<file path="config.mk">
export PLATFORM = sky130hd
export DESIGN_NAME = rxv_frame_validator
export DESIGN_NICKNAME = d
export VERILOG_FILES = /design/src/rtl/rxv_pkg.sv /design/src/rtl/rxv_crc.sv /design/src/rtl/rxv_fifo.sv /design/src/rtl/rxv_ctrl.sv /design/src/rtl/rxv_frame_validator.sv
export SDC_FILE = /design/constraint.sdc
export NUM_CORES = 2
export LEC_CHECK = 0
export BUFFER_PORTS_ARGS = -buffer_cell sky130_fd_sc_hd__buf_4
export CAP_MARGIN = 20
export CORE_ASPECT_RATIO = 1.75
export CORE_MARGIN = 2
export CORE_UTILIZATION = 49
export DETAILED_ROUTE_END_ITERATION = 12
export PLACE_DENSITY_LB_ADDON = 0.05
export SLEW_MARGIN = 20
export SYNTH_ARGS = -nofsm -noshare
export SYNTH_HDL_FRONTEND = slang
export SYNTH_HIERARCHICAL = 1
export SYNTH_SLANG_ARGS = --single-unit
export TNS_END_PERCENT = 10
</file>
<file path="constraint.sdc">
create_clock -name clk -period 19.2 [get_ports clk]
set_input_delay 0.96 -clock clk [delete_from_list [all_inputs] [get_ports clk]]
set_output_delay 0.96 -clock clk [all_outputs]
set_load 0.005 [all_outputs]
</file>
<file path="src/rtl/rxv_pkg.sv">
package rxv_pkg;

    typedef enum logic [1:0] {
        S_IDLE,
        S_RECV,
        S_DROP
    } rxv_state_e;

    localparam logic [31:0] CRC_POLY_REFL = 32'hEDB88320;
    localparam logic [31:0] CRC_GOOD_REG  = 32'hDEBB20E3;

    // One byte through the reflected CRC-32, bit 0 first.
    function automatic logic [31:0] crc_step(input logic [31:0] c, input logic [7:0] b);
        logic [31:0] r;
        r = c;
        for (int k = 0; k < 8; k++) begin
            r = (r >> 1) ^ ((r[0] ^ b[k]) ? CRC_POLY_REFL : 32'h0);
        end
        return r;
    endfunction

endpackage

</file>
<file path="src/rtl/rxv_crc.sv">
module rxv_crc
    import rxv_pkg::*;
(
    input  logic       clk,
    input  logic       rst_n,
    input  logic       restart,
    input  logic       en,
    input  logic [7:0] data,
    output logic       good
);

    logic [31:0] crc_q;
    logic [31:0] crc_nx;

    always_comb begin
        crc_nx = crc_step(restart ? 32'hFFFF_FFFF : crc_q, data);
        good   = (crc_nx == CRC_GOOD_REG);
    end

    always_ff @(posedge clk) begin
        if (!rst_n)  crc_q <= 32'hFFFF_FFFF;
        else if (en) crc_q <= crc_nx;
    end

endmodule

</file>
<file path="src/rtl/rxv_fifo.sv">
module rxv_fifo #(
    parameter int DEPTH = 128,
    parameter int EW    = 9,
    localparam int AW   = $clog2(DEPTH),
    localparam int PW   = AW + 1
) (
    input  logic          clk,
    input  logic          rst_n,
    input  logic          wa_en,
    input  logic [PW-1:0] wa_ptr,
    input  logic [EW-1:0] wa_data,
    input  logic          wb_en,
    input  logic [PW-1:0] wb_ptr,
    input  logic [EW-1:0] wb_data,
    input  logic [PW-1:0] wr_ptr,
    input  logic [PW-1:0] commit_ptr,
    output logic          rd_valid,
    output logic [EW-1:0] rd_data
);

    logic [EW-1:0] mem [DEPTH];
    logic [PW-1:0] rd_ptr;
    logic [PW-1:0] used_w;
    logic [PW-1:0] used_c;

    assign used_w = wr_ptr - rd_ptr;
    assign used_c = commit_ptr - rd_ptr;

    // The status write comes second, so it wins on a shared address.
    always_ff @(posedge clk) begin
        if (wa_en) mem[wa_ptr[AW-1:0]] <= wa_data;
        if (wb_en) mem[wb_ptr[AW-1:0]] <= wb_data;
    end

    // Only entries below the commit pointer are visible to the reader.
    always_ff @(posedge clk) begin
        if (!rst_n) begin
            rd_ptr   <= '0;
            rd_valid <= 1'b0;
            rd_data  <= '0;
        end else if (rd_ptr != commit_ptr) begin
            rd_valid <= 1'b1;
            rd_data  <= mem[rd_ptr[AW-1:0]];
            rd_ptr   <= rd_ptr + 1'b1;
        end else begin
            rd_valid <= 1'b0;
        end
    end


    fifo_no_overflow_chk: assert property (@(posedge clk) disable iff (!rst_n)
        used_w <= PW'(DEPTH));


    read_behind_commit_chk: assert property (@(posedge clk) disable iff (!rst_n)
        used_c <= used_w);

endmodule

</file>
<file path="src/rtl/rxv_ctrl.sv">
module rxv_ctrl
    import rxv_pkg::*;
#(
    parameter int DEPTH      = 128,
    parameter int SLOT_BYTES = 64,
    parameter int HDR_BYTES  = 14,
    parameter int MAX_LEN    = 1500,
    parameter int FCS_BYTES  = 4,
    parameter int LW         = 16,
    localparam int PW        = $clog2(DEPTH) + 1,
    localparam int EW        = 9
) (
    input  logic          clk,
    input  logic          rst_n,
    input  logic          in_valid,
    input  logic [7:0]    in_data,
    input  logic          in_last,
    input  logic          in_col,
    input  logic          cfg_runt_ok,
    input  logic          cfg_strip,
    input  logic          crc_good,
    output logic          crc_restart,
    output logic          crc_en,
    output logic          wa_en,
    output logic [PW-1:0] wa_ptr,
    output logic [EW-1:0] wa_data,
    output logic          wb_en,
    output logic [PW-1:0] wb_ptr,
    output logic [EW-1:0] wb_data,
    output logic [PW-1:0] wr_ptr,
    output logic [PW-1:0] commit_ptr
);

    localparam logic [LW-1:0] SLOT = LW'(SLOT_BYTES);
    localparam logic [LW-1:0] HDR  = LW'(HDR_BYTES);
    localparam logic [LW-1:0] MAXL = LW'(MAX_LEN);
    localparam logic [PW-1:0] FCSN = PW'(FCS_BYTES);

    rxv_state_e    state_q, state_d;
    logic [LW-1:0] cnt_q, cnt_d;
    logic [LW-1:0] len_q, len_d;
    logic [PW-1:0] wr_q, wr_d;
    logic [PW-1:0] start_q, start_d;
    logic [PW-1:0] commit_q, commit_d;
    logic          late_q, late_d;

    logic          in_frame, take, frame_end, keep_end;
    logic          early_col, late_hit, late_base;
    logic          len_frame, hold, wr_byte;
    logic [LW-1:0] idx, cnt_now;
    logic [PW-1:0] start_now, wr_after, written, pull, stat_ptr;

    // State register
    always_ff @(posedge clk) begin
        if (!rst_n) begin
            state_q  <= S_IDLE;
            cnt_q    <= '0;
            len_q    <= '0;
            wr_q     <= '0;
            start_q  <= '0;
            commit_q <= '0;
            late_q   <= 1'b0;
        end else begin
            state_q  <= state_d;
            cnt_q    <= cnt_d;
            len_q    <= len_d;
            wr_q     <= wr_d;
            start_q  <= start_d;
            commit_q <= commit_d;
            late_q   <= late_d;
        end
    end

    // Frame-position decode
    always_comb begin
        in_frame  = (state_q == S_RECV) || (state_q == S_IDLE && in_valid);
        take      = in_valid && in_frame;
        frame_end = take && in_last;
        idx       = (state_q == S_IDLE) ? '0 : cnt_q;
        cnt_now   = idx + LW'(in_valid);
        start_now = (state_q == S_IDLE) ? wr_q : start_q;
        late_base = (state_q == S_IDLE) ? 1'b0 : late_q;
        early_col = in_col && in_frame && (cnt_now <  SLOT);
        late_hit  = in_col && in_frame && (cnt_now >= SLOT);
        len_frame = (idx >= HDR) && (len_q <= MAXL);
        hold      = cfg_strip && !len_frame;
        wr_byte   = take && !early_col &&
                    (!cfg_strip || !len_frame || (idx < HDR + len_q));
        wr_after  = wr_q + PW'(wr_byte);
        written   = wr_after - start_now;
        pull      = (hold && frame_end) ? ((written > FCSN) ? FCSN : written) : '0;
        stat_ptr  = wr_after - pull;
        keep_end  = frame_end && !early_col && ((cnt_now >= SLOT) || cfg_runt_ok);
    end

    // Next state
    always_comb begin
        state_d = state_q;
        unique case (state_q)
            S_IDLE: begin
                if (in_valid && !in_last) state_d = early_col ? S_DROP : S_RECV;
            end
            S_RECV: begin
                if (frame_end)      state_d = S_IDLE;
                else if (early_col) state_d = S_DROP;
            end
            S_DROP: begin
                if (in_valid && in_last) state_d = S_IDLE;
            end
            default: state_d = S_IDLE;
        endcase
    end

    // Datapath updates and outputs
    always_comb begin
        wr_d     = wr_q;
        commit_d = commit_q;
        start_d  = start_now;
        len_d    = len_q;
        if (early_col || (frame_end && !keep_end)) begin
            wr_d = start_now;
        end else if (keep_end) begin
            wr_d     = stat_ptr + 1'b1;
            commit_d = stat_ptr + 1'b1;
        end else if (take) begin
            wr_d = wr_after;
            if (cnt_now >= SLOT) commit_d = hold ? (wr_after - FCSN) : wr_after;
        end
        if (take && idx == HDR - 2) len_d[LW-1:8] = in_data;
        if (take && idx == HDR - 1) len_d[7:0]    = in_data;
        cnt_d  = (state_d == S_RECV) ? cnt_now : '0;
        late_d = (state_d == S_RECV) ? (late_base || late_hit) : 1'b0;

        crc_restart = (state_q == S_IDLE);
        crc_en      = in_valid && (state_q != S_DROP);
        wa_en       = wr_byte;
        wa_ptr      = wr_q;
        wa_data     = {1'b0, in_data};
        wb_en       = keep_end;
        wb_ptr      = stat_ptr;
        wb_data     = {1'b1, 6'b0, late_base || late_hit, !crc_good};
        wr_ptr      = wr_q;
        commit_ptr  = commit_q;
    end


    early_col_rewind_chk: assert property (@(posedge clk) disable iff (!rst_n)
        early_col |=> (wr_q == commit_q));


    runt_hold_chk: assert property (@(posedge clk) disable iff (!rst_n)
        (state_q == S_RECV && cnt_q < SLOT - 1 && !cfg_runt_ok) |=> $stable(commit_q));


    drop_no_status_chk: assert property (@(posedge clk) disable iff (!rst_n)
        (state_q == S_DROP) |-> !wb_en && !wa_en);


    status_closes_frame_chk: assert property (@(posedge clk) disable iff (!rst_n)
        wb_en |=> (commit_q == wr_q) && (state_q == S_IDLE));

endmodule

</file>
<file path="src/rtl/rxv_frame_validator.sv">
module rxv_frame_validator #(
    parameter int DEPTH      = 128,
    parameter int SLOT_BYTES = 64,
    parameter int HDR_BYTES  = 14,
    parameter int MAX_LEN    = 1500,
    parameter int FCS_BYTES  = 4
) (
    input  logic       clk,
    input  logic       rst_n,
    input  logic       in_valid,
    input  logic [7:0] in_data,
    input  logic       in_last,
    input  logic       in_col,
    input  logic       cfg_runt_ok,
    input  logic       cfg_strip,
    output logic       out_valid,
    output logic [7:0] out_data,
    output logic       out_end,
    output logic       out_crc_err,
    output logic       out_late_col
);

    localparam int PW = $clog2(DEPTH) + 1;
    localparam int EW = 9;

    logic          crc_restart, crc_en, crc_good;
    logic          wa_en, wb_en, rd_valid;
    logic [PW-1:0] wa_ptr, wb_ptr, wr_ptr, commit_ptr;
    logic [EW-1:0] wa_data, wb_data, rd_data;

    rxv_crc u_crc (
        .clk     (clk),
        .rst_n   (rst_n),
        .restart (crc_restart),
        .en      (crc_en),
        .data    (in_data),
        .good    (crc_good)
    );

    rxv_ctrl #(
        .DEPTH      (DEPTH),
        .SLOT_BYTES (SLOT_BYTES),
        .HDR_BYTES  (HDR_BYTES),
        .MAX_LEN    (MAX_LEN),
        .FCS_BYTES  (FCS_BYTES)
    ) u_ctrl (
        .clk         (clk),
        .rst_n       (rst_n),
        .in_valid    (in_valid),
        .in_data     (in_data),
        .in_last     (in_last),
        .in_col      (in_col),
        .cfg_runt_ok (cfg_runt_ok),
        .cfg_strip   (cfg_strip),
        .crc_good    (crc_good),
        .crc_restart (crc_restart),
        .crc_en      (crc_en),
        .wa_en       (wa_en),
        .wa_ptr      (wa_ptr),
        .wa_data     (wa_data),
        .wb_en       (wb_en),
        .wb_ptr      (wb_ptr),
        .wb_data     (wb_data),
        .wr_ptr      (wr_ptr),
        .commit_ptr  (commit_ptr)
    );

    rxv_fifo #(
        .DEPTH (DEPTH),
        .EW    (EW)
    ) u_fifo (
        .clk        (clk),
        .rst_n      (rst_n),
        .wa_en      (wa_en),
        .wa_ptr     (wa_ptr),
        .wa_data    (wa_data),
        .wb_en      (wb_en),
        .wb_ptr     (wb_ptr),
        .wb_data    (wb_data),
        .wr_ptr     (wr_ptr),
        .commit_ptr (commit_ptr),
        .rd_valid   (rd_valid),
        .rd_data    (rd_data)
    );

    always_comb begin
        out_valid    = rd_valid;
        out_end      = rd_valid && rd_data[8];
        out_data     = rd_data[8] ? 8'h00 : rd_data[7:0];
        out_crc_err  = out_end && rd_data[0];
        out_late_col = out_end && rd_data[1];
    end

endmodule

</file>
* Word level (Yosys, flattened, before mapping)
Memories as Yosys holds them, arrays and structs flattened. A register that Yosys moved wholly into a read port is not among the register bits.
Cells that the tools add are included.
** Storage, ports and cells
- Flip-flop bits (word level) :: 100
- Latch bits :: 0
- Memory bits (writable) :: 1152
- Bits in read-only memories :: 0
- Bits of input ports :: 15
- Output and inout port bits :: 12
- Logic and storage cells :: 125
- Memories :: 1
** Operators by class
- $add $sub $neg :: 8
- Multipliers :: 0
- Div/mod/pow operators :: 0
- Order comparisons :: 6
- Equality and inequality tests :: 8
- Shifts and indexed selects :: 0
- Mux-type cells :: 33
- Bitwise logic cells :: 17
- Reductions and logical operators :: 41
** Memory list
- u_fifo.mem :: depth 128, width 9, rd ports 1, clocked after Yosys merged registers in 1, write ports 2, line rxv_fifo.sv:21 : logic [EW-1:0] mem [DEPTH];
** Operators with widths (count)
- two-way mux 32 bit :: 9
- bitwise XOR 31 x 32 -> 32 bit :: 8
- two-way mux 8 bit :: 11
- equality test 16 x 4 -> 1 bit (second input constant) :: 2
- equality test 32 bit (second input constant) :: 1
- logical AND 1 bit :: 22
- adder 16 x 1 -> 16 bit :: 1
- adder 4 x 16 -> 16 bit (first input constant) :: 1
- adder 8 x 1 -> 8 bit (second input constant) :: 2
- >= comparator 16 x 4 -> 1 bit (second input constant) :: 1
- >= comparator 16 x 7 -> 1 bit (second input constant) :: 1
- <= comparator 16 x 11 -> 1 bit (second input constant) :: 1
- < comparator 16 bit :: 1
- < comparator 16 x 7 -> 1 bit (second input constant) :: 1
- two-way mux 16 bit :: 1
- subtractor 8 bit :: 2
- two-way mux 2 bit :: 5
- adder 8 x 1 -> 8 bit :: 1
- greater-than comparator 8 x 3 -> 1 bit (second input constant) :: 1
- inequality test 8 bit :: 1
- subtractor 8 x 3 -> 8 bit (second input constant) :: 1
- bitwise XOR 1 bit :: 8
- zero test 1 bit :: 7
- logical OR 1 bit :: 6
- other kinds (11) :: 18

* Depth between registers and ports, before layout
- Word-level depth :: 28
- Depth in mapped cells :: 41
- Depth with buffers taken out :: 39

* Modules after synthesis
The synthesis kept the hierarchy.
** Modules (own cells, without submodules)
- rxv_fifo :: instances 1, cells an instance 3896, area an instance 61675.4 um^2
- rxv_ctrl :: instances 1, cells an instance 565, area an instance 4772.1 um^2
- rxv_crc :: instances 1, cells an instance 335, area an instance 2755.1 um^2
- rxv_frame_validator :: instances 1, cells an instance 12, area an instance 76.3 um^2

* Worst setup path after synthesis
No wires, ideal clock.
- Kind :: register to register
- From :: register u_ctrl.state_q[1]
- To :: memory u_fifo.mem[127][0] (enable)
- Data arrival time :: 8.445 ns
- Required time :: 18.813 ns
- Setup slack :: 10.368 ns
- Cell stages (with the launch flop) :: 39
- Path through :: dfxtp_1 > or2_1 > buf_6 > clkbuf_1 > clkbuf_1 > and2_1 > ha_1 > a21o_1 > a21o_1 > a21oi_1 > nor2b_1 > a311o_1 > maj3_1 > a21oi_1 > o21a_1 > ha_1 > ha_1 > xor2_1 > (+3 left out) > maj3_2 > a211oi_2 > o221ai_1 > a2111oi_2 > nand4_1 > or2_1 > ha_1 > nand2_1 > o21ai_0 > a31oi_1 > xnor2_1 > buf_4 > nand2_1 > nor2_1 > nand2_2 > nor2_1 > nand3_1 > o21ai_0
** RTL lines
- from (decl) :: line rxv_ctrl.sv:39 : rxv_state_e state_q, state_d;
- from (signal assigned) :: line rxv_ctrl.sv:64 : state_q <= state_d;
- to (decl) :: line rxv_fifo.sv:21

==> results.yml <==
status:
  outcome: "completed"
final_layout:
  ff_latch_area_mm2: 0.0368
  fillCellCount: 11858
  stdcell_count: 6576
  syn_to_final_growth_pct: 7.76
  most-common-layout-cells: "mux2_2, edfxtp_1, mux2i_1, nand2_1, mux4_2"
  final_common_cell: "mux2_2"
  multi_input_area_mm2: 0.0299
  drive_gt1_frac: 0.393
  fin_nets: 4680
  final_area_mm2: 0.0746
detailed_routing:
  drtAntennaViolNets: 0
  avgViaCountPerCell: 6.52
  drt_wl_total_um: 232000
  drc: 0
  wire_per_inst_um: 35.2
  drt_first_pass_iters: 5
  num_vias: 42846
  drtIter0Drc: 3996
placement:
  gp_congestion: 0.935
  place_area_mm2: 0.0705
  io_buffers: 26
  dp_hpwl_um: 145000
  dpl.cell_count: 6344
setup_path:
  r2r_end: "u_fifo/mem[15][4]"
  path_max_fanout: 19
  endpoint_kind: "register"
  slowest_delay_ns: 0.89
  startpoint: "u_ctrl/len_q[1]"
  critPathCapture: "u_fifo/mem[15][4]"
  r2r_cells: 34
  r2r_start: "u_ctrl/len_q[1]"
  cp_common_cell: "ha_1"
  slowest_stage: "nor4_4"
  cp.arrival_ns: 11.43
  reg2reg_slack_ns: 8.14
  critPathRequiredTime_ns: 19.57
  critPathLaunchType: "register"
  crit_type: "reg2reg"
clocking:
  ctsHoldBuffers: 0
  cts_tree: "done"
  cts_resized: 0
  clock_latency_ns: 0.76
  htreeDepth: 3
  cts_sinks: 1261
  cts_buffers: 121
  cts_setup_buffers: 0
  clk_pin_slew_ns: 0.06
  cts_root_buf: "clkbuf_16"
  clock_path_buffers: 3
timing:
  tns_ns: 0
  rsz0062_at_grt: "no"
  max_slew_margin: 0.198
  whs_ns: 0.500
  hold_viol: 0
  max_freq_mhz: 90.4
  worstMarginPinSlew_ns: 1.19
  period_needed_ns: 11.06
  slew_violations: 0
  period_share: 0.576
  clock_skew_ns: 0.0343
  setup_viol: 0
global_routing:
  grt_pass1_wl_um: 329000
  grt_antenna_before_repair: 15
  first_global_vias: 43626
  grt_max_degree: 129
  track_usage: 0.320
  overflow: 0
synth:
  avgSynthCellArea_um2: 14.4
  synth_area_mm2: 0.0692
  ys_warn_count: 6
  syn_inst: 4800
power_and_ir_drop:
  power_leakage_nw: 24.0
  ir_worst_vdd_v: 0.0000764
  cellPowerDensity_mw_per_mm2: 100
floorplan:
  start_util: 0.493
  coreArea_mm2: 0.140
  dieArea_mm2: 0.144
  die_h_um: 501
  die_w_um: 288
  io_pins: 27
  row_count: 182
worst_hold_path:
  hold_class: "reg2reg"
  holdCritStartpoint: "u_crc/crc_q[24]"
run:
  maxCapViolations: 0
-- flip-flops by register name, indices dropped and copies added (netlist names) --
| signal | count |
|---|---|
| u_fifo/rd_valid | 1 |
| u_crc/crc_q | 32 |
| u_ctrl/commit_ptr | 8 |
| u_ctrl/len_q | 16 |
| u_ctrl/start_q | 8 |
| u_ctrl/cnt_q | 16 |
| u_ctrl/wa_ptr | 8 |
| u_ctrl/state_q | 2 |
| u_fifo/rd_data | 9 |
| u_fifo/rd_ptr | 8 |
| u_ctrl/late_q | 1 |
| u_fifo/mem | 1152 |
-- metrics by stage --
stage                      util  total power, W  worst slack [ns]
after floorplan               -         0.00444             10.37
after global placement    0.502         0.00496              8.37
after detailed placement  0.502         0.00497              8.21
after CTS                 0.532         0.00748              8.28
after global routing      0.532         0.00767              7.60
final                     0.532         0.00748              8.14
-- final cells by class --
cell class,count,area share
sequential,1261,0.493
antenna,3,0.000101
multi-input combinational,3033,0.401
clock inverter,79,0.0112
inverter,40,0.00208
timing repair buffer,170,0.0180
clock buffer,150,0.0438
tap,1840,0.0309
-- worst min-delay path by stage --
stage,slack (ns),cells after the start,to
global placement,0.47,2,u_crc/crc_q[26]
global route,0.53,2,u_crc/crc_q[26]
finish,0.50,2,u_crc/crc_q[24]
CTS,0.50,3,u_ctrl/state_q[1]
floorplan,0.46,2,u_crc/crc_q[9]
detailed placement,0.49,2,u_crc/crc_q[9]
-- report_power, final --
part | leakage, nW | switching [W] | internal (W)
combinational | 10.8 | 0.00114 | 0.000715
sequential | 11.2 | 0.0000789 | 0.00303
clock | 1.98 | 0.00111 | 0.00141
total | 24.0 | 0.00232 | 0.00516
-- layer usage --
layer	vias to the layer above	GRT usage	share of wire
met5	-	0	0.00019
met3	547	0.0392	0.052
met1	22440	0.371	0.36
met2	1610	0.558	0.51
met4	6	0.206	0.074
li1	18243	-	-
-- worst max-delay path, delay by kind of cell (launching register included) --
kind | cells | cell delay, ns
and+or+nand+nor | 8 | 2.61
buffers and inverters | 4 | 1.28
xor gates and xnor gates | 2 | 0.64
AOI/OAI and AO/OA | 11 | 2.94
adders and majority gates | 9 | 2.80
DFF | 1 | 0.39
Note: power is estimated with default switching activity, not from simulation.
